[src/rtl/owire_pkg.sv]
package owire_pkg;

    // command operation codes (values fixed by the command interface)
    typedef enum logic [1:0] {
        OP_BUSRST = 2'b00,
        OP_BIT    = 2'b01,
        OP_WRBYTE = 2'b10,
        OP_RDBYTE = 2'b11
    } op_e;

    // kinds of bus slot
    typedef enum logic [1:0] {
        SLOT_RST = 2'd0,
        SLOT_W0  = 2'd1,
        SLOT_W1  = 2'd2
    } slot_e;

    // phases inside one slot
    typedef enum logic [1:0] {
        PH_IDLE = 2'd0,
        PH_LOW  = 2'd1,
        PH_GAP  = 2'd2,
        PH_REC  = 2'd3
    } phase_e;

endpackage

[src/rtl/owire_sync.sv]
module owire_sync #(
    parameter int STAGES = 2
) (
    input  logic clk,
    input  logic rst,
    input  logic d_i,
    output logic q_o
);

    logic [STAGES-1:0] sh_d, sh_q;

    always_comb begin
        sh_d = {sh_q[STAGES-2:0], d_i};
    end

    // an idle bus is high, so the chain resets to ones
    always_ff @(posedge clk) begin
        if (rst) sh_q <= '1;
        else     sh_q <= sh_d;
    end

    assign q_o = sh_q[STAGES-1];

endmodule

[src/rtl/owire_slot_fsm.sv]
module owire_slot_fsm
    import owire_pkg::*;
#(
    parameter int MULT_W        = 4,
    parameter int US_W          = 10,
    parameter int SYNC_STAGES   = 2,
    parameter int T_RST_LOW     = 480,
    parameter int T_RST_SAMPLE  = 70,
    parameter int T_RST_REC     = 410,
    parameter int T_W1_LOW      = 6,
    parameter int T_W1_SAMPLE   = 9,
    parameter int T_W1_REC      = 55,
    parameter int T_W0_LOW      = 60,
    parameter int T_W0_REC      = 10
) (
    input  logic              clk,
    input  logic              rst,
    input  logic              tick_i,
    input  logic              start_i,
    input  slot_e             kind_i,
    input  logic [MULT_W-1:0] mult_i,
    input  logic              line_i,
    output logic              pull_o,
    output logic              last_o,
    output logic              bit_o,
    output logic              free_o
);

    localparam int CNT_W = US_W + MULT_W;

    typedef struct packed {
        phase_e                 phase;
        slot_e                  kind;
        logic [CNT_W-1:0]       cnt;
        logic [SYNC_STAGES-1:0] pend;
        logic                   smp;
    } slot_st_t;

    slot_st_t          st_d, st_q;
    logic [US_W-1:0]   base;
    logic [CNT_W-1:0]  lim;
    logic              ph_end;

    // base length of the current phase, in microseconds
    always_comb begin
        base = US_W'(1);
        case (st_q.kind)
            SLOT_RST: begin
                case (st_q.phase)
                    PH_LOW:  base = US_W'(T_RST_LOW);
                    PH_GAP:  base = US_W'(T_RST_SAMPLE);
                    PH_REC:  base = US_W'(T_RST_REC);
                    default: base = US_W'(1);
                endcase
            end
            SLOT_W0: begin
                case (st_q.phase)
                    PH_LOW:  base = US_W'(T_W0_LOW);
                    PH_REC:  base = US_W'(T_W0_REC);
                    default: base = US_W'(1);
                endcase
            end
            default: begin
                case (st_q.phase)
                    PH_LOW:  base = US_W'(T_W1_LOW);
                    PH_GAP:  base = US_W'(T_W1_SAMPLE);
                    PH_REC:  base = US_W'(T_W1_REC);
                    default: base = US_W'(1);
                endcase
            end
        endcase
        lim = CNT_W'(base) * CNT_W'(mult_i);
    end

    always_comb begin
        st_d   = st_q;
        ph_end = (st_q.phase != PH_IDLE) && tick_i && (st_q.cnt == lim - 1'b1);

        // delayed sample strobe: the synchroniser output catches up with
        // the line level of the nominal sample edge SYNC_STAGES cycles later
        st_d.pend = {st_q.pend[SYNC_STAGES-2:0], 1'b0};
        if (st_q.pend[SYNC_STAGES-1]) st_d.smp = line_i;

        if (tick_i && (st_q.phase != PH_IDLE)) st_d.cnt = st_q.cnt + 1'b1;

        if (ph_end) begin
            st_d.cnt = '0;
            case (st_q.phase)
                PH_LOW: st_d.phase = (st_q.kind == SLOT_W0) ? PH_REC : PH_GAP;
                PH_GAP: begin
                    st_d.phase   = PH_REC;
                    st_d.pend[0] = 1'b1;
                end
                default: st_d.phase = PH_IDLE;
            endcase
        end

        last_o = ph_end && (st_q.phase == PH_REC);
        free_o = (st_q.phase == PH_IDLE) || last_o;

        // a new slot may chain directly onto the end of the previous one
        if (start_i && free_o) begin
            st_d.phase = PH_LOW;
            st_d.kind  = kind_i;
            st_d.cnt   = '0;
            st_d.smp   = 1'b0;
        end
    end

    always_ff @(posedge clk) begin
        if (rst) begin
            st_q.phase <= PH_IDLE;
            st_q.kind  <= SLOT_W1;
            st_q.cnt   <= '0;
            st_q.pend  <= '0;
            st_q.smp   <= 1'b0;
        end else begin
            st_q <= st_d;
        end
    end

    assign pull_o = (st_q.phase == PH_LOW);
    assign bit_o  = st_q.smp;


    bus_free_after_rst_chk: assert property (@(posedge clk)
        rst |=> !pull_o);


    cnt_range_chk: assert property (@(posedge clk) disable iff (rst)
        (st_q.phase != PH_IDLE) |-> (st_q.cnt < lim));


    sample_in_rec_chk: assert property (@(posedge clk) disable iff (rst)
        st_q.pend[SYNC_STAGES-1] |-> (st_q.phase == PH_REC));

endmodule

[src/rtl/owire_byte_seq.sv]
module owire_byte_seq
    import owire_pkg::*;
#(
    parameter int BYTE_W = 8,
    parameter int MULT_W = 4
) (
    input  logic              clk,
    input  logic              rst,
    input  logic              cmd_valid_i,
    input  logic [1:0]        cmd_op_i,
    input  logic [BYTE_W-1:0] cmd_data_i,
    input  logic [MULT_W-1:0] mult_i,
    input  logic              slot_last_i,
    input  logic              slot_bit_i,
    input  logic              slot_free_i,
    output logic              slot_start_o,
    output slot_e             slot_kind_o,
    output logic [MULT_W-1:0] slot_mult_o,
    output logic              busy_o,
    output logic              done_o,
    output logic [BYTE_W-1:0] result_o
);

    localparam int                IDX_W    = (BYTE_W > 1) ? $clog2(BYTE_W) : 1;
    localparam logic [IDX_W-1:0]  LAST_IDX = IDX_W'(BYTE_W - 1);

    typedef struct packed {
        logic              busy;
        logic              done;
        op_e               op;
        logic [BYTE_W-1:0] tx;
        logic [BYTE_W-1:0] res;
        logic [IDX_W-1:0]  idx;
        logic [MULT_W-1:0] mult;
    } seq_st_t;

    seq_st_t           seq_d, seq_q;
    op_e               op_in;
    logic [BYTE_W-1:0] tx_sel;
    logic              is_byte;

    always_comb begin
        seq_d        = seq_q;
        seq_d.done   = 1'b0;
        slot_start_o = 1'b0;
        slot_kind_o  = SLOT_W1;
        op_in        = op_e'(cmd_op_i);

        case (op_in)
            OP_BIT:    tx_sel = {{(BYTE_W-1){1'b0}}, cmd_data_i[0]};
            OP_WRBYTE: tx_sel = cmd_data_i;
            default:   tx_sel = '1;
        endcase

        is_byte = (seq_q.op == OP_WRBYTE) || (seq_q.op == OP_RDBYTE);

        if (cmd_valid_i && !seq_q.busy) begin
            seq_d.busy   = 1'b1;
            seq_d.op     = op_in;
            seq_d.tx     = tx_sel;
            seq_d.res    = '0;
            seq_d.idx    = '0;
            seq_d.mult   = (mult_i == '0) ? MULT_W'(1) : mult_i;
            slot_start_o = 1'b1;
            if (op_in == OP_BUSRST) slot_kind_o = SLOT_RST;
            else                    slot_kind_o = tx_sel[0] ? SLOT_W1 : SLOT_W0;
        end else if (seq_q.busy && slot_last_i) begin
            if (is_byte) seq_d.res = {slot_bit_i, seq_q.res[BYTE_W-1:1]};
            else         seq_d.res = {{(BYTE_W-1){1'b0}}, slot_bit_i};

            if (!is_byte || (seq_q.idx == LAST_IDX)) begin
                seq_d.busy = 1'b0;
                seq_d.done = 1'b1;
            end else begin
                seq_d.idx    = seq_q.idx + 1'b1;
                seq_d.tx     = {1'b0, seq_q.tx[BYTE_W-1:1]};
                slot_start_o = 1'b1;
                slot_kind_o  = seq_q.tx[1] ? SLOT_W1 : SLOT_W0;
            end
        end
    end

    always_ff @(posedge clk) begin
        if (rst) begin
            seq_q.busy <= 1'b0;
            seq_q.done <= 1'b0;
            seq_q.op   <= OP_BUSRST;
            seq_q.tx   <= '0;
            seq_q.res  <= '0;
            seq_q.idx  <= '0;
            seq_q.mult <= MULT_W'(1);
        end else begin
            seq_q <= seq_d;
        end
    end

    assign slot_mult_o = seq_q.mult;
    assign busy_o      = seq_q.busy;
    assign done_o      = seq_q.done;
    assign result_o    = seq_q.res;


    done_pulse_chk: assert property (@(posedge clk) disable iff (rst)
        done_o |=> !done_o);


    busy_ignore_chk: assert property (@(posedge clk) disable iff (rst)
        (seq_q.busy && !slot_last_i) |=> ($stable(seq_q.op) && $stable(seq_q.mult)));


    start_when_free_chk: assert property (@(posedge clk) disable iff (rst)
        slot_start_o |-> slot_free_i);

endmodule

[src/rtl/owire_slot_engine.sv]
module owire_slot_engine
    import owire_pkg::*;
#(
    parameter int BYTE_W        = 8,
    parameter int MULT_W        = 4,
    parameter int SYNC_STAGES   = 2,
    parameter int T_RST_LOW     = 480,
    parameter int T_RST_SAMPLE  = 70,
    parameter int T_RST_REC     = 410,
    parameter int T_W1_LOW      = 6,
    parameter int T_W1_SAMPLE   = 9,
    parameter int T_W1_REC      = 55,
    parameter int T_W0_LOW      = 60,
    parameter int T_W0_REC      = 10
) (
    input  logic              clk,
    input  logic              rst,
    input  logic              us_tick_i,
    input  logic [MULT_W-1:0] delay_mult_i,
    input  logic              cmd_valid_i,
    input  logic [1:0]        cmd_op_i,
    input  logic [BYTE_W-1:0] cmd_data_i,
    output logic              busy_o,
    output logic              done_o,
    output logic [BYTE_W-1:0] result_o,
    output logic              bus_pull_o,
    input  logic              bus_in_i
);

    // wide enough for the longest single interval
    localparam int US_W = $clog2(T_RST_LOW + T_RST_SAMPLE + T_RST_REC + 1);

    logic              line_sync;
    logic              slot_start, slot_last, slot_bit, slot_free;
    slot_e             slot_kind;
    logic [MULT_W-1:0] slot_mult;

    owire_sync #(
        .STAGES (SYNC_STAGES)
    ) i_sync (
        .clk (clk),
        .rst (rst),
        .d_i (bus_in_i),
        .q_o (line_sync)
    );

    owire_byte_seq #(
        .BYTE_W (BYTE_W),
        .MULT_W (MULT_W)
    ) i_seq (
        .clk          (clk),
        .rst          (rst),
        .cmd_valid_i  (cmd_valid_i),
        .cmd_op_i     (cmd_op_i),
        .cmd_data_i   (cmd_data_i),
        .mult_i       (delay_mult_i),
        .slot_last_i  (slot_last),
        .slot_bit_i   (slot_bit),
        .slot_free_i  (slot_free),
        .slot_start_o (slot_start),
        .slot_kind_o  (slot_kind),
        .slot_mult_o  (slot_mult),
        .busy_o       (busy_o),
        .done_o       (done_o),
        .result_o     (result_o)
    );

    owire_slot_fsm #(
        .MULT_W       (MULT_W),
        .US_W         (US_W),
        .SYNC_STAGES  (SYNC_STAGES),
        .T_RST_LOW    (T_RST_LOW),
        .T_RST_SAMPLE (T_RST_SAMPLE),
        .T_RST_REC    (T_RST_REC),
        .T_W1_LOW     (T_W1_LOW),
        .T_W1_SAMPLE  (T_W1_SAMPLE),
        .T_W1_REC     (T_W1_REC),
        .T_W0_LOW     (T_W0_LOW),
        .T_W0_REC     (T_W0_REC)
    ) i_fsm (
        .clk     (clk),
        .rst     (rst),
        .tick_i  (us_tick_i),
        .start_i (slot_start),
        .kind_i  (slot_kind),
        .mult_i  (slot_mult),
        .line_i  (line_sync),
        .pull_o  (bus_pull_o),
        .last_o  (slot_last),
        .bit_o   (slot_bit),
        .free_o  (slot_free)
    );

endmodule

[config.mk]
export PLATFORM = sky130hd
export DESIGN_NAME = owire_slot_engine
export DESIGN_NICKNAME = d
export VERILOG_FILES = /design/src/rtl/owire_pkg.sv /design/src/rtl/owire_sync.sv /design/src/rtl/owire_slot_fsm.sv /design/src/rtl/owire_byte_seq.sv /design/src/rtl/owire_slot_engine.sv
export SDC_FILE = /design/constraint.sdc
export NUM_CORES = 1
export LEC_CHECK = 0
export BUFFER_PORTS_ARGS = -buffer_cell sky130_fd_sc_hd__buf_2
export CORE_UTILIZATION = 40
export DETAILED_ROUTE_END_ITERATION = 10
export PLACE_DENSITY = 0.67
export SKIP_CTS_REPAIR_TIMING = 1
export SYNTH_ARGS = -nofsm -noshare
export SYNTH_HDL_FRONTEND = slang
export SYNTH_SLANG_ARGS = --single-unit
[constraint.sdc]
create_clock -name clk -period 6.85 [get_ports clk]
set_clock_uncertainty 0.1 [all_clocks]
set_input_delay 0 -clock clk [delete_from_list [all_inputs] [get_ports clk]]
set_output_delay 0 -clock clk [all_outputs]
set_load 0.01 [all_outputs]
==> out/metrics.csv, run 1 <==
stage,metric,value,unit
timing,final setup TNS,0,ps
place,Place WS,643,ps
cells_and_area,Storage cell area,961,um2
synthesis,main combinational cell family by area after synthesis,simple AND/OR/NAND/NOR gates,
detailed_routing,Post-route DRC,0,
flow_run,Max-Cap Viols,0,
cts,"Reg clk slew, reported paths",100,ps
cells_and_area,multi-input logic area,0.00295,mm2
power,worst vdd ir,0.0000970,V
synthesis,synth top area cells,"dfxtp_1, ha_1, fa_1, nand2_1, nor2_1",
worst_setup_path,Setup crit end kind,register,
synthesis,Adder-Cell Fraction of Synth Area,19.5,%
synthesis,"EDFF count, synth",0,
cts,Worst-Skew Late Latency,310,ps
timing,Slew @ Worst Pin,687,ps
synthesis,Post-Synth Simple-Gate Area,24.3,%
worst_setup_path,crit start category,register,
synthesis,share of the yosys chip area belonging to registers,22.5,%
cells_and_area,share of cells above drive strength 1,14.2,%
synthesis,Synth Area in Compound Gates,16.8,%
worst_setup_path,CP max-delay cell,fa_1,
worst_setup_path,WP data arrival,6310,ps
global_routing,global-route usage over all layers,17.6,%
synthesis,synth warn,0,
timing,unrepaired setup endpoints after global routing,no,
timing,Final WS setup,642,ps
synthesis,Yosys top cell area share,22.5,%
worst_setup_path,r2r setup slk,640,ps
timing,Min Hold Slack,24.0,ps
global_routing,antenna violations before repair,0,
place,DP Area,0.00438,mm2
timing,fmax,0.161,GHz
worst_setup_path,Crit path largest cell delay,530,ps
detailed_routing,DR vias,3667,
synthesis,multiplexer share of the synthesized area,2.46,%
timing,slew margin rel.,54.2,%
synthesis,Synth cell types,75,
synthesis,mapped cell area,0.00427,mm2
cells_and_area,final core utilization,45.0,%
floorplan,Core Box Area,0.0103,mm2
worst_setup_path,r2r startpoint,i_fsm.st_q[19]$_SDFFE_PP0P_,
cts,CTS H-tree depth,2,
outcome,status,"complete, no violations",
floorplan,chip width,105,um
global_routing,pin count of the biggest net entering global routing,33,
hold_path,Hold Path Cell Cnt,2,
synthesis,predominant post-synthesis flop cell,dfxtp_1,
floorplan,Boundary Pins,30,
synthesis,Syn Inst Count,524,
worst_setup_path,critical path peak fanout,8,
floorplan,FP Rows,37,
power,Tot Pwr,847,uW
cells_and_area,Post-Layout Cell Count,677,
place,IO Port Bufs,29,
cells_and_area,nets@finish,616,
worst_setup_path,critical path's most frequent cell,ha_1,
hold_path,Hold WC Path Type,in -> reg,
timing,Slew Limit Fails,0,
detailed_routing,mean routed wirelength per cell,13.8,um
cells_and_area,fillers,1012,
place,Final Wtd Congestion,0.908,
cts,Clk Tree Root Cell,clkbuf_8,
synthesis,most common cell in the synthesized netlist,nand2_1,
power,Lkg Pwr,1.95,nW
floorplan,Die Y,105,um
detailed_routing,vias per cell,5.42,
power,Pwr per Cell Area,183,mW/mm2
worst_setup_path,r2r endpoint,i_seq.seq_q[22]$_SDFFE_PP0P_,
worst_setup_path,Reg2Reg Depth,20,
cts,CTS Buf Count,5,
detailed_routing,initial drt markers,145,
detailed_routing,final WL,9310,um
global_routing,first-pass GRT wire length,16000,um
floorplan,initial core utilization,41.3,%
cells_and_area,area delta synth->final,8.80,%
place,HPWL after DPL,7080,um
detailed_routing,Final ANT Viol Nets,0,
hold_path,Worst Hold Launch,rst,
cts,CTS Buffer Depth,2,
cells_and_area,number of diodes,0,
hold_path,hold worst-path end,i_seq.seq_q[22]$_SDFFE_PP0P_,
timing,Final Hold Viols,0,
synthesis,Post-Synth XOR/XNOR Area,6.13,%
synthesis,Synthesized Nets,600,
place,Placed Cells,655,
detailed_routing,DR pass1 iterations,4,
global_routing,vias in the first global route,3472,
synthesis,Synth async-reset ratio,0,%
floorplan,die area,0.0111,mm2
worst_setup_path,"critical path, cell by cell",ha_1 -> nor2_1 -> o21ai_0 -> a21boi_0 -> nand2_1 -> ha_1 -> fa_1 -> inv_1 -> fa_1 -> ha_1 -> o21a_1 -> a211oi_1 -> o311ai_0 -> o2111ai_1 -> nor4_2 -> o2111a_2 -> nand4_1 -> buf_4 -> a31oi_1 -> nor2_1,
cts,Clock Sinks,48,
cells_and_area,final instance area,0.00464,mm2
synthesis,Syn Area/Cell,8.14,um2
synthesis,Synth area leader,dfxtp_1,
global_routing,Congestion Overflow GR,0,
synthesis,Yosys reg bits,48,
synthesis,top post-synthesis cells by count,"nand2_1, dfxtp_1, nor2_1",
cts,TritonCTS clock tree,done,
worst_setup_path,Crit Path Category,reg -> reg,
worst_setup_path,CP Data Required Time,6950,ps
timing,period utilization,90.6,%
timing,setup violators final,0,
timing,shortest period the worst path allows,6210,ps
## metal layers
| metal | global-route usage (%) | vias up | part of all wire, % |
|---|---|---|---|
| met5 | 0 | - | 0 |
| met4 | 6.74 | 0 | 2.3 |
| met3 | 2.66 | 17 | 4.6 |
| met2 | 29.5 | 93 | 46 |
| met1 | 22.8 | 1734 | 47 |
| li1 | - | 1823 | - |
## critical path: cells and delay by family, from the launching register on
family	cells	cell delay, ps
simple gates	5	930
fa+ha+maj	5	2090
flops	1	430
compound gates	8	2190
buf+inv	2	330
## worst max path at each step
stage	startpoint	to	slack [ps]	depth (start not counted)
after global routing	i_fsm.st_q[19]$_SDFFE_PP0P_	i_seq.seq_q[22]$_SDFFE_PP0P_	160	20
after detailed placement	i_fsm.st_q[19]$_SDFFE_PP0P_	i_seq.seq_q[17]$_SDFFE_PP0P_	640	19
after global placement	i_fsm.st_q[19]$_SDFFE_PP0P_	i_seq.seq_q[16]$_SDFFE_PP0P_	890	19
after floorplan	i_fsm.st_q[19]$_SDFFE_PP0P_	i_seq.result_o[6]$_SDFFE_PP0N_	1620	20
after CTS	i_fsm.st_q[19]$_SDFFE_PP0P_	i_seq.seq_q[17]$_SDFFE_PP0P_	600	19
final	i_fsm.st_q[19]$_SDFFE_PP0P_	i_seq.seq_q[22]$_SDFFE_PP0P_	640	20
## cell usage in the layout (no fill, tap or decap), drive strengths merged, types with 9 or more instances in the layout
cell type / count
nand2: 63
dfxtp: 48
nor2: 44
ha: 41
inv: 38
buf: 35
a21oi: 33
o21ai: 21
fa: 16
xnor2: 15
xor2: 14
or2: 12
nor3: 11
nand3: 11
and2: 11
dlygate4sd3: 9
## layout make-up
type / instances / area share (%)
Clock buffer: 5 / 1.48
Clock inverter: 3 / 1.48
Inverter: 37 / 2.99
Multi-Input combinational cell: 404 / 63.6
Sequential cell: 48 / 20.7
Tap cell: 136 / 3.67
Timing Repair Buffer: 44 / 6.04
## cell families (layout without fill, tap and decap cells)
kind of cell	count (synthesis)	count (layout)
and+or+nand+nor	202	202
AOI/OAI and AO/OA	106	106
buffers and inverters	72	89
adders and majority gates	57	57
DFF	48	48
xor gates and xnor gates	29	29
muxes	10	10
## state kept, by name, indices dropped and copies added (netlist names)
name / flops
i_seq.busy_o: 1
i_seq.done_o: 1
i_fsm.st_d: 1
i_seq.slot_mult_o: 4
i_seq.seq_q: 11
i_fsm.bit_o: 1
i_fsm.st_q: 19
i_seq.result_o: 8
i_sync.sh_q: 2
## where the power goes
group          internal [mW]  leakage (nW)  switching [mW]  total (mW)
clock                  0.147        0.0687           0.105       0.252
sequential             0.287         0.390          0.0113       0.298
combinational          0.129          1.50           0.168       0.298
Note: power is estimated with default switching activity, not from simulation.
==> run 2: changes to the inputs <==
--- a/config.mk
+++ b/config.mk
@@ -6,10 +6,12 @@
 export NUM_CORES = 1
 export LEC_CHECK = 0
 export BUFFER_PORTS_ARGS = -buffer_cell sky130_fd_sc_hd__buf_2
+export CORE_ASPECT_RATIO = 1.75
 export CORE_UTILIZATION = 40
 export DETAILED_ROUTE_END_ITERATION = 10
-export PLACE_DENSITY = 0.67
+export PLACE_DENSITY = 0.69
 export SKIP_CTS_REPAIR_TIMING = 1
+export SLEW_MARGIN = 0
 export SYNTH_ARGS = -nofsm -noshare
 export SYNTH_HDL_FRONTEND = slang
 export SYNTH_SLANG_ARGS = --single-unit
==> constraint.sdc (replaced) <==
create_clock -name clk -period 5.2 [get_ports clk]
set_clock_uncertainty 0.1 [all_clocks]
set_input_delay 0 -clock clk [delete_from_list [all_inputs] [get_ports clk]]
set_output_delay 0 -clock clk [all_outputs]
set_load 0.01 [all_outputs]
==> run 2 against run 1 <==
Against the previous run: the flow now finishes with violations (negative setup slack); routed wire length grew 26%; total power up 56%; final area is 20% higher; combinational power grew 98%; flip-flop and latch count did not move; clock power grew 33%; sequential share of layout area fell by 3.4 points; clock-buffer cell count increased by 1; cell count rose by 8.1%; largest power group is now combinational logic; highest routed layer unchanged.
==> out/metrics.csv, run 2 (synthesized netlist as in run 1, its figures left out) <==
stage,metric,value,unit,change
place,Final Wtd Congestion,0.929,,was 0.908
worst_setup_path,critical path peak fanout,4,,was 8
detailed_routing,mean routed wirelength per cell,16.0,um,was 13.8 um
cts,CTS H-tree depth,2,,unchanged
outcome,status,"complete, but fails checks",,"was complete, no violations"
cts,TritonCTS clock tree,done,,unchanged
cts,"Reg clk slew, reported paths",70,ps,was 100 ps
cells_and_area,final core utilization,54.3,%,was 45.0%
floorplan,Boundary Pins,30,,unchanged
cells_and_area,nets@finish,680,,was 616
global_routing,Congestion Overflow GR,0,,unchanged
cts,Clock Sinks,48,,unchanged
place,IO Port Bufs,29,,unchanged
detailed_routing,final WL,11700,um,was 9310 um
floorplan,initial core utilization,41.4,%,was 41.3%
cells_and_area,"commonest non-fill, non-tap cell in the layout",buf_4,,was nand2_1
cells_and_area,share of cells above drive strength 1,32.9,%,was 14.2%
worst_setup_path,Crit Path Category,reg -> reg,,unchanged
worst_setup_path,CP max-delay cell,fa_1,,unchanged
place,HPWL after DPL,9240,um,was 7080 um
global_routing,vias in the first global route,3962,,"was 3,472"
global_routing,pin count of the biggest net entering global routing,33,,unchanged
cells_and_area,fillers,908,,"was 1,012"
floorplan,chip width,80.1,um,was 105 um
hold_path,Hold WC Path Type,in -> reg,,unchanged
timing,Final Hold Viols,0,,unchanged
cells_and_area,Storage cell area,970,um2,was 961 um2
cells_and_area,number of diodes,0,,unchanged
power,worst vdd ir,0.000170,V,was 0.0000970 V
floorplan,FP Rows,49,,was 37
timing,slew margin rel.,52.6,%,was 54.2%
timing,Final WS setup,-15.8,ps,was 642 ps
worst_setup_path,r2r setup slk,-20,ps,was 640 ps
timing,Slew @ Worst Pin,711,ps,was 687 ps
worst_setup_path,crit start category,register,,unchanged
worst_setup_path,WP data arrival,5300,ps,was 6310 ps
floorplan,die area,0.0111,mm2,about the same
timing,fmax,0.192,GHz,was 0.161 GHz
detailed_routing,Post-route DRC,0,,unchanged
worst_setup_path,Crit path largest cell delay,520,ps,was 530 ps
detailed_routing,DR pass1 iterations,4,,unchanged
detailed_routing,Final ANT Viol Nets,0,,unchanged
worst_setup_path,Top delay family on crit path,adder cells,,was compound AO/OA/AOI/OAI gates
worst_setup_path,Setup crit end kind,register,,unchanged
worst_setup_path,CP Data Required Time,5280,ps,was 6950 ps
timing,final setup TNS,-50.7,ps,was 0 ps
detailed_routing,vias per cell,5.47,,was 5.42
global_routing,antenna violations before repair,0,,unchanged
cts,CTS Buffer Depth,2,,unchanged
detailed_routing,initial drt markers,121,,was 145
cells_and_area,multi-input logic area,0.00337,mm2,was 0.00295 mm2
outcome,violated checks,negative setup slack,,
floorplan,Core Box Area,0.0103,mm2,about the same
global_routing,first-pass GRT wire length,18600,um,"was 16,000 um"
power,Lkg Pwr,2.35,nW,was 1.95 nW
timing,Slew Limit Fails,0,,unchanged
cells_and_area,area delta synth->final,31.0,%,was 8.80%
global_routing,global-route usage over all layers,21.5,%,was 17.6%
worst_setup_path,"critical path, cell by cell",inv_4 -> ha_2 -> nor2_1 -> o21ai_1 -> a21boi_2 -> nand2_1 -> ha_1 -> fa_1 -> inv_1 -> fa_1 -> ha_4 -> buf_6 -> nor2b_4 -> o31a_1 -> o211a_1 -> o311a_1 -> and2b_2 -> o2111a_2 -> nand4_1 -> buf_4 -> mux2i_1 -> nor2_1,,was ha_1 -> nor2_1 -> o21ai_0 -> a21boi_0 -> nand2_1 -> ha_1 -> fa_1 -> inv_1 -> fa_1 -> ha_1 -> o21a_1 -> a211oi_1 -> o311ai_0 -> o2111ai_1 -> nor4_2 -> o2111a_2 -> nand4_1 -> buf_4 -> a31oi_1 -> nor2_1
floorplan,Die Y,139,um,was 105 um
worst_setup_path,CP Buf/Inv Count,4,,was 2
flow_run,Max-Cap Viols,0,,unchanged
cts,Clk Tree Root Cell,clkbuf_16,,was clkbuf_8
timing,shortest period the worst path allows,5220,ps,was 6210 ps
cts,CTS Buf Count,5,,unchanged
power,Pwr per Cell Area,236,mW/mm2,was 183 mW/mm2
cells_and_area,most flop-heavy register,i_fsm.st_q,,unchanged
detailed_routing,DR vias,4001,,"was 3,667"
timing,period utilization,100,%,was 90.6%
cells_and_area,most frequent cells in the layout,"buf_4, nand2_1, dfxtp_1",,"was nand2_1, dfxtp_1, nor2_1"
timing,setup violators final,5,,was 0
cells_and_area,max reg flops,19,,unchanged
timing,unrepaired setup endpoints after global routing,yes,,was no
cts,Worst-Skew Late Latency,300,ps,was 310 ps
==> run 2: cell count changes in the layout (fill, tap and decap cells not counted), sizes merged <==
| cell | before | now |
|---|---|---|
| nand3 | 11 | 12 |
| buf | 35 | 100 |
| clkbuf | 5 | 6 |
| bufinv | 2 | 0 |
| clkinv | 0 | 1 |
| dlygate4sd3 | 9 | 7 |
==> run 2: metal layers <==
metal	GRT usage (%)	routed length, um	share of wire [%]	vias up
li1	-	-	-	1955
met5	0	0	0	-
met1	20.6	4100	35	1933
met4	13.4	724	6.2	0
met2	41.2	6640	57	77
met3	2.57	262	2.2	36
==> run 2: area by class of cell <==
cell class,instances,area share [%]
clock buffer,6,2.48
clock inverter,2,0.246
inverter,37,2.57
multi-input combinational,405,60.4
sequential,48,17.3
tap,127,2.84
timing repair buffer,107,14.1
==> run 2: worst register-to-register path, cell delays in order, from the launching register on <==
cell      delay [ps]
dfxtp_4          400
inv_4             50
ha_2             200
nor2_1           140
o21ai_1          100
a21boi_2         190
nand2_1           80
ha_1             290
fa_1             480
inv_1             50
fa_1             520
ha_4             220
buf_6            120
nor2b_4          120
o31a_1           350
o211a_1          260
o311a_1          360
and2b_2          220
o2111a_2         250
nand4_1          200
buf_4            230
mux2i_1          140
nor2_1            60
==> run 2: power breakdown <==
group          leakage, nW  internal (mW)  switching (mW)
combinational         1.88          0.294           0.297
sequential           0.391          0.377          0.0152
clock               0.0772          0.192           0.142
total                 2.35          0.864           0.454
==> run 2: per-stage QoR <==
stage / worst slack [ps] / cell area [um2] / cells / hold slack (ps) / total power [mW]
after global routing: -249 / 5590 / 732 / 108 / 1.40
after CTS: -442 / 5030 / 719 / -220 / 1.23
after detailed placement: -390 / 4880 / 711 / 86.1 / 0.888
after floorplan: 55.5 / 4270 / 524 / 3.81 / 0.702
after global placement: -265 / 4880 / 711 / 88.7 / 0.881
final: -15.8 / 5590 / 732 / 64.3 / 1.32
==> run 2: final timing paths <==
check	startpoint	end	cells past startpoint
min	rst	i_seq.seq_q[22]$_SDFFE_PP0P_	2
min reg2reg	i_sync.sh_q[0]$_SDFF_PP1_	i_sync.sh_q[1]$_SDFF_PP1_	1
max reg2reg	i_fsm.st_q[19]$_SDFFE_PP0P_	i_seq.seq_q[6]$_SDFFE_PP0P_	22
max	i_fsm.st_q[19]$_SDFFE_PP0P_	i_seq.seq_q[6]$_SDFFE_PP0P_	22
==> run 3: changes to the inputs <==
==> constraint.sdc (replaced) <==
create_clock -name clk -period 4.2 [get_ports clk]
set_clock_uncertainty 0.1 [all_clocks]
set_input_delay 0 -clock clk [delete_from_list [all_inputs] [get_ports clk]]
set_output_delay 0 -clock clk [all_outputs]
set_load 0.01 [all_outputs]
==> run 3 against run 2 <==
Against the previous run: the flow still finishes with violations (negative setup slack); cell count increased by 4.4%; routed wire length grew 8.9%; fmax grew 1.3%; total power grew 39%; first-iteration DRC count up 9.1%; via count is 6.4% higher; final area is 9.7% higher; utilization up 5.3 points.
==> out/metrics.csv, run 3 (synthesized netlist as in run 1, its figures left out) <==
stage,metric,value,unit,change
outcome,status,"complete, but fails checks",,unchanged
outcome,violated checks,negative setup slack,,unchanged
power,Sw Pwr,663,uW,was 454 uW
cells_and_area,number of diodes,0,,unchanged
detailed_routing,initial drt markers,132,,was 121
timing,shortest period the worst path allows,5150,ps,was 5220 ps
detailed_routing,Post-route DRC,0,,unchanged
cells_and_area,most frequent cells in the layout,"buf_4, nand2_1, dfxtp_1",,unchanged
hold_path,Hold WC Path Type,in -> reg,,unchanged
global_routing,pin count of the biggest net entering global routing,33,,unchanged
power,Power Internal,1.17,mW,was 864 uW
floorplan,initial core utilization,41.4,%,unchanged
power,Tot Pwr,1.83,mW,was 1.32 mW
timing,final setup TNS,-35060,ps,was -50.7 ps
worst_setup_path,WP data arrival,5280,ps,was 5300 ps
timing,Slew @ Worst Pin,868,ps,was 711 ps
cts,Clk Tree Root Cell,clkbuf_16,,unchanged
cells_and_area,nets@finish,712,,was 680
detailed_routing,DR pass1 iterations,4,,unchanged
timing,Slew Limit Fails,0,,unchanged
hold_path,hold worst-path end,i_seq.seq_q[22]$_SDFFE_PP0P_,,unchanged
cts,TritonCTS clock tree,done,,unchanged
worst_setup_path,r2r startpoint,i_fsm.st_q[19]$_SDFFE_PP0P_,,unchanged
timing,Final Hold Viols,0,,unchanged
floorplan,Die Y,139,um,unchanged
global_routing,vias in the first global route,4248,,"was 3,962"
cts,"Reg clk slew, reported paths",70,ps,about the same
worst_setup_path,r2r setup slk,-950,ps,was -20 ps
cells_and_area,share of cells above drive strength 1,41.9,%,was 32.9%
worst_setup_path,Reg2Reg Depth,22,,unchanged
cts,CTS H-tree depth,2,,unchanged
cells_and_area,max reg flops,19,,unchanged
worst_setup_path,CP Data Required Time,4330,ps,was 5280 ps
cts,CTS Buf Count,5,,unchanged
power,worst vdd ir,0.000259,V,was 0.000170 V
cells_and_area,"commonest non-fill, non-tap cell in the layout",buf_4,,unchanged
power,Lkg Pwr,2.56,nW,was 2.35 nW
place,IO Port Bufs,29,,unchanged
worst_setup_path,Setup crit end kind,register,,unchanged
timing,unrepaired setup endpoints after global routing,yes,,unchanged
worst_setup_path,"critical path, cell by cell",inv_6 -> ha_4 -> nor2_2 -> o21ai_2 -> a21boi_4 -> nand2_2 -> ha_4 -> fa_1 -> inv_2 -> fa_1 -> ha_4 -> buf_6 -> nor2b_4 -> o31a_1 -> o211a_4 -> o311a_1 -> and2b_2 -> o2111a_2 -> buf_6 -> nand3_4 -> or2_2 -> a21oi_1,,was inv_4 -> ha_2 -> nor2_1 -> o21ai_1 -> a21boi_2 -> nand2_1 -> ha_1 -> fa_1 -> inv_1 -> fa_1 -> ha_4 -> buf_6 -> nor2b_4 -> o31a_1 -> o211a_1 -> o311a_1 -> and2b_2 -> o2111a_2 -> nand4_1 -> buf_4 -> mux2i_1 -> nor2_1
hold_path,Hold Path Cell Cnt,2,,unchanged
detailed_routing,mean routed wirelength per cell,16.7,um,was 16.0 um
timing,setup violators final,40,,was 5
floorplan,chip width,80.1,um,unchanged
place,HPWL after DPL,9510,um,was 9240 um
detailed_routing,final WL,12800,um,"was 11,700 um"
hold_path,Worst Hold Launch,rst,,unchanged
worst_setup_path,r2r endpoint,i_seq.result_o[5]$_SDFFE_PP0N_,,was i_seq.seq_q[6]$_SDFFE_PP0P_
power,Comb pwr share,51.5,%,was 44.9%
worst_setup_path,Crit Path Category,reg -> reg,,unchanged
worst_setup_path,critical path's most frequent cell,ha_4,,
global_routing,Congestion Overflow GR,0,,unchanged
worst_setup_path,critical path peak fanout,6,,was 4
worst_setup_path,Crit path largest cell delay,540,ps,was 520 ps
worst_setup_path,crit start category,register,,unchanged
cells_and_area,final core utilization,59.5,%,was 54.3%
power,Clk network pwr share,22.0,%,was 25.4%
power,Pwr per Cell Area,299,mW/mm2,was 236 mW/mm2
place,Final Wtd Congestion,0.973,,was 0.929
detailed_routing,DR vias,4259,,"was 4,001"
global_routing,antenna violations before repair,0,,unchanged
global_routing,first-pass GRT wire length,19400,um,"was 18,600 um"
timing,period utilization,123,%,was 100%
cts,CTS Buffer Depth,2,,unchanged
floorplan,Boundary Pins,30,,unchanged
floorplan,FP Rows,49,,unchanged
cells_and_area,most flop-heavy register,i_fsm.st_q,,unchanged
cts,Worst-Skew Late Latency,300,ps,about the same
floorplan,Core Box Area,0.0103,mm2,unchanged
timing,slew margin rel.,42.2,%,was 52.6%
cts,Clock Sinks,48,,unchanged
global_routing,global-route usage over all layers,22.4,%,was 21.5%
flow_run,Max-Cap Viols,0,,unchanged
power,sw frac,36.2,%,was 34.5%
detailed_routing,vias per cell,5.57,,was 5.47
detailed_routing,Final ANT Viol Nets,0,,unchanged
worst_setup_path,CP max-delay cell,fa_1,,unchanged
power,Flop pwr share,26.5,%,was 29.8%
cells_and_area,area delta synth->final,43.7,%,was 31.0%
timing,fmax,0.194,GHz,was 0.192 GHz
floorplan,die area,0.0111,mm2,unchanged
timing,Final WS setup,-950,ps,was -15.8 ps
==> run 3: changes by cell type in the layout (fill, tap and decap cells not counted), sizes merged <==
cell | before | now
buf | 100 | 132
clkinv | 1 | 3
clkbuf | 6 | 5
inv | 38 | 37
==> run 3: critical path: cells and delay by family, from the launching register on <==
family / cells / cell delay (ps)
AOI/OAI and AO/OA: 7 / 1600
adders and majority gates: 5 / 1660
buffers and inverters: 4 / 330
DFF: 1 / 420
and+or+nand+nor: 6 / 970
==> run 3: area by class of cell <==
cell class / instances / area [um2]
Multi-Input combinational cell: 405 / 3640
Inverter: 37 / 149
Clock inverter: 3 / 18.8
Clock buffer: 5 / 125
Sequential cell: 48 / 971
Tap cell: 127 / 159
Fill cell: 849 / 4170
Timing Repair Buffer: 139 / 1070
==> run 3: through the flow <==
stage	cell area (um2)	hold slack [ps]	worst slack, ps	cells
finish	6130	81.3	-950	764
global placement	5230	93.1	-1080	735
global route	6130	104	-1110	764
CTS	5370	-200	-1200	743
detailed placement	5230	95.6	-1190	735
floorplan	4450	3.81	-622	524
==> run 3: per-layer routing <==
layer,up-vias,share of wire [%],wire (um),global-route usage (%)
li1,2020,-,-,-
met1,2083,34,4400,20.1
met2,112,58,7370,44.6
met3,44,2.5,325,2.89
met4,0,5.3,682,13.4
met5,-,0,0,0
==> run 3: worst max-delay path by stage <==
| stage | to | slack (ps) | start | cells after the start |
|---|---|---|---|---|
| global route | i_seq.result_o[0]$_SDFFE_PP0N_ | -1110 | i_fsm.st_q[19]$_SDFFE_PP0P_ | 23 |
| floorplan | i_seq.result_o[6]$_SDFFE_PP0N_ | -620 | i_fsm.st_q[20]$_SDFFE_PP0P_ | 21 |
| CTS | i_fsm.st_q[17]$_SDFFE_PP0P_ | -1200 | i_fsm.st_q[19]$_SDFFE_PP0P_ | 22 |
| global placement | i_fsm.st_q[17]$_SDFFE_PP0P_ | -1080 | i_fsm.st_q[19]$_SDFFE_PP0P_ | 22 |
| detailed placement | i_fsm.st_q[17]$_SDFFE_PP0P_ | -1190 | i_fsm.st_q[19]$_SDFFE_PP0P_ | 22 |
| finish | i_seq.result_o[5]$_SDFFE_PP0N_ | -950 | i_fsm.st_q[19]$_SDFFE_PP0P_ | 22 |
==> run 3: power by group through the flow <==
stage | logic [mW] | clock network (mW) | registers [mW]
floorplan | 0.424 | 0 | 0.485
global placement | 0.728 | 0 | 0.491
detailed placement | 0.738 | 0 | 0.492
CTS | 0.743 | 0.408 | 0.482
global route | 1.01 | 0.427 | 0.486
finish | 0.944 | 0.403 | 0.485
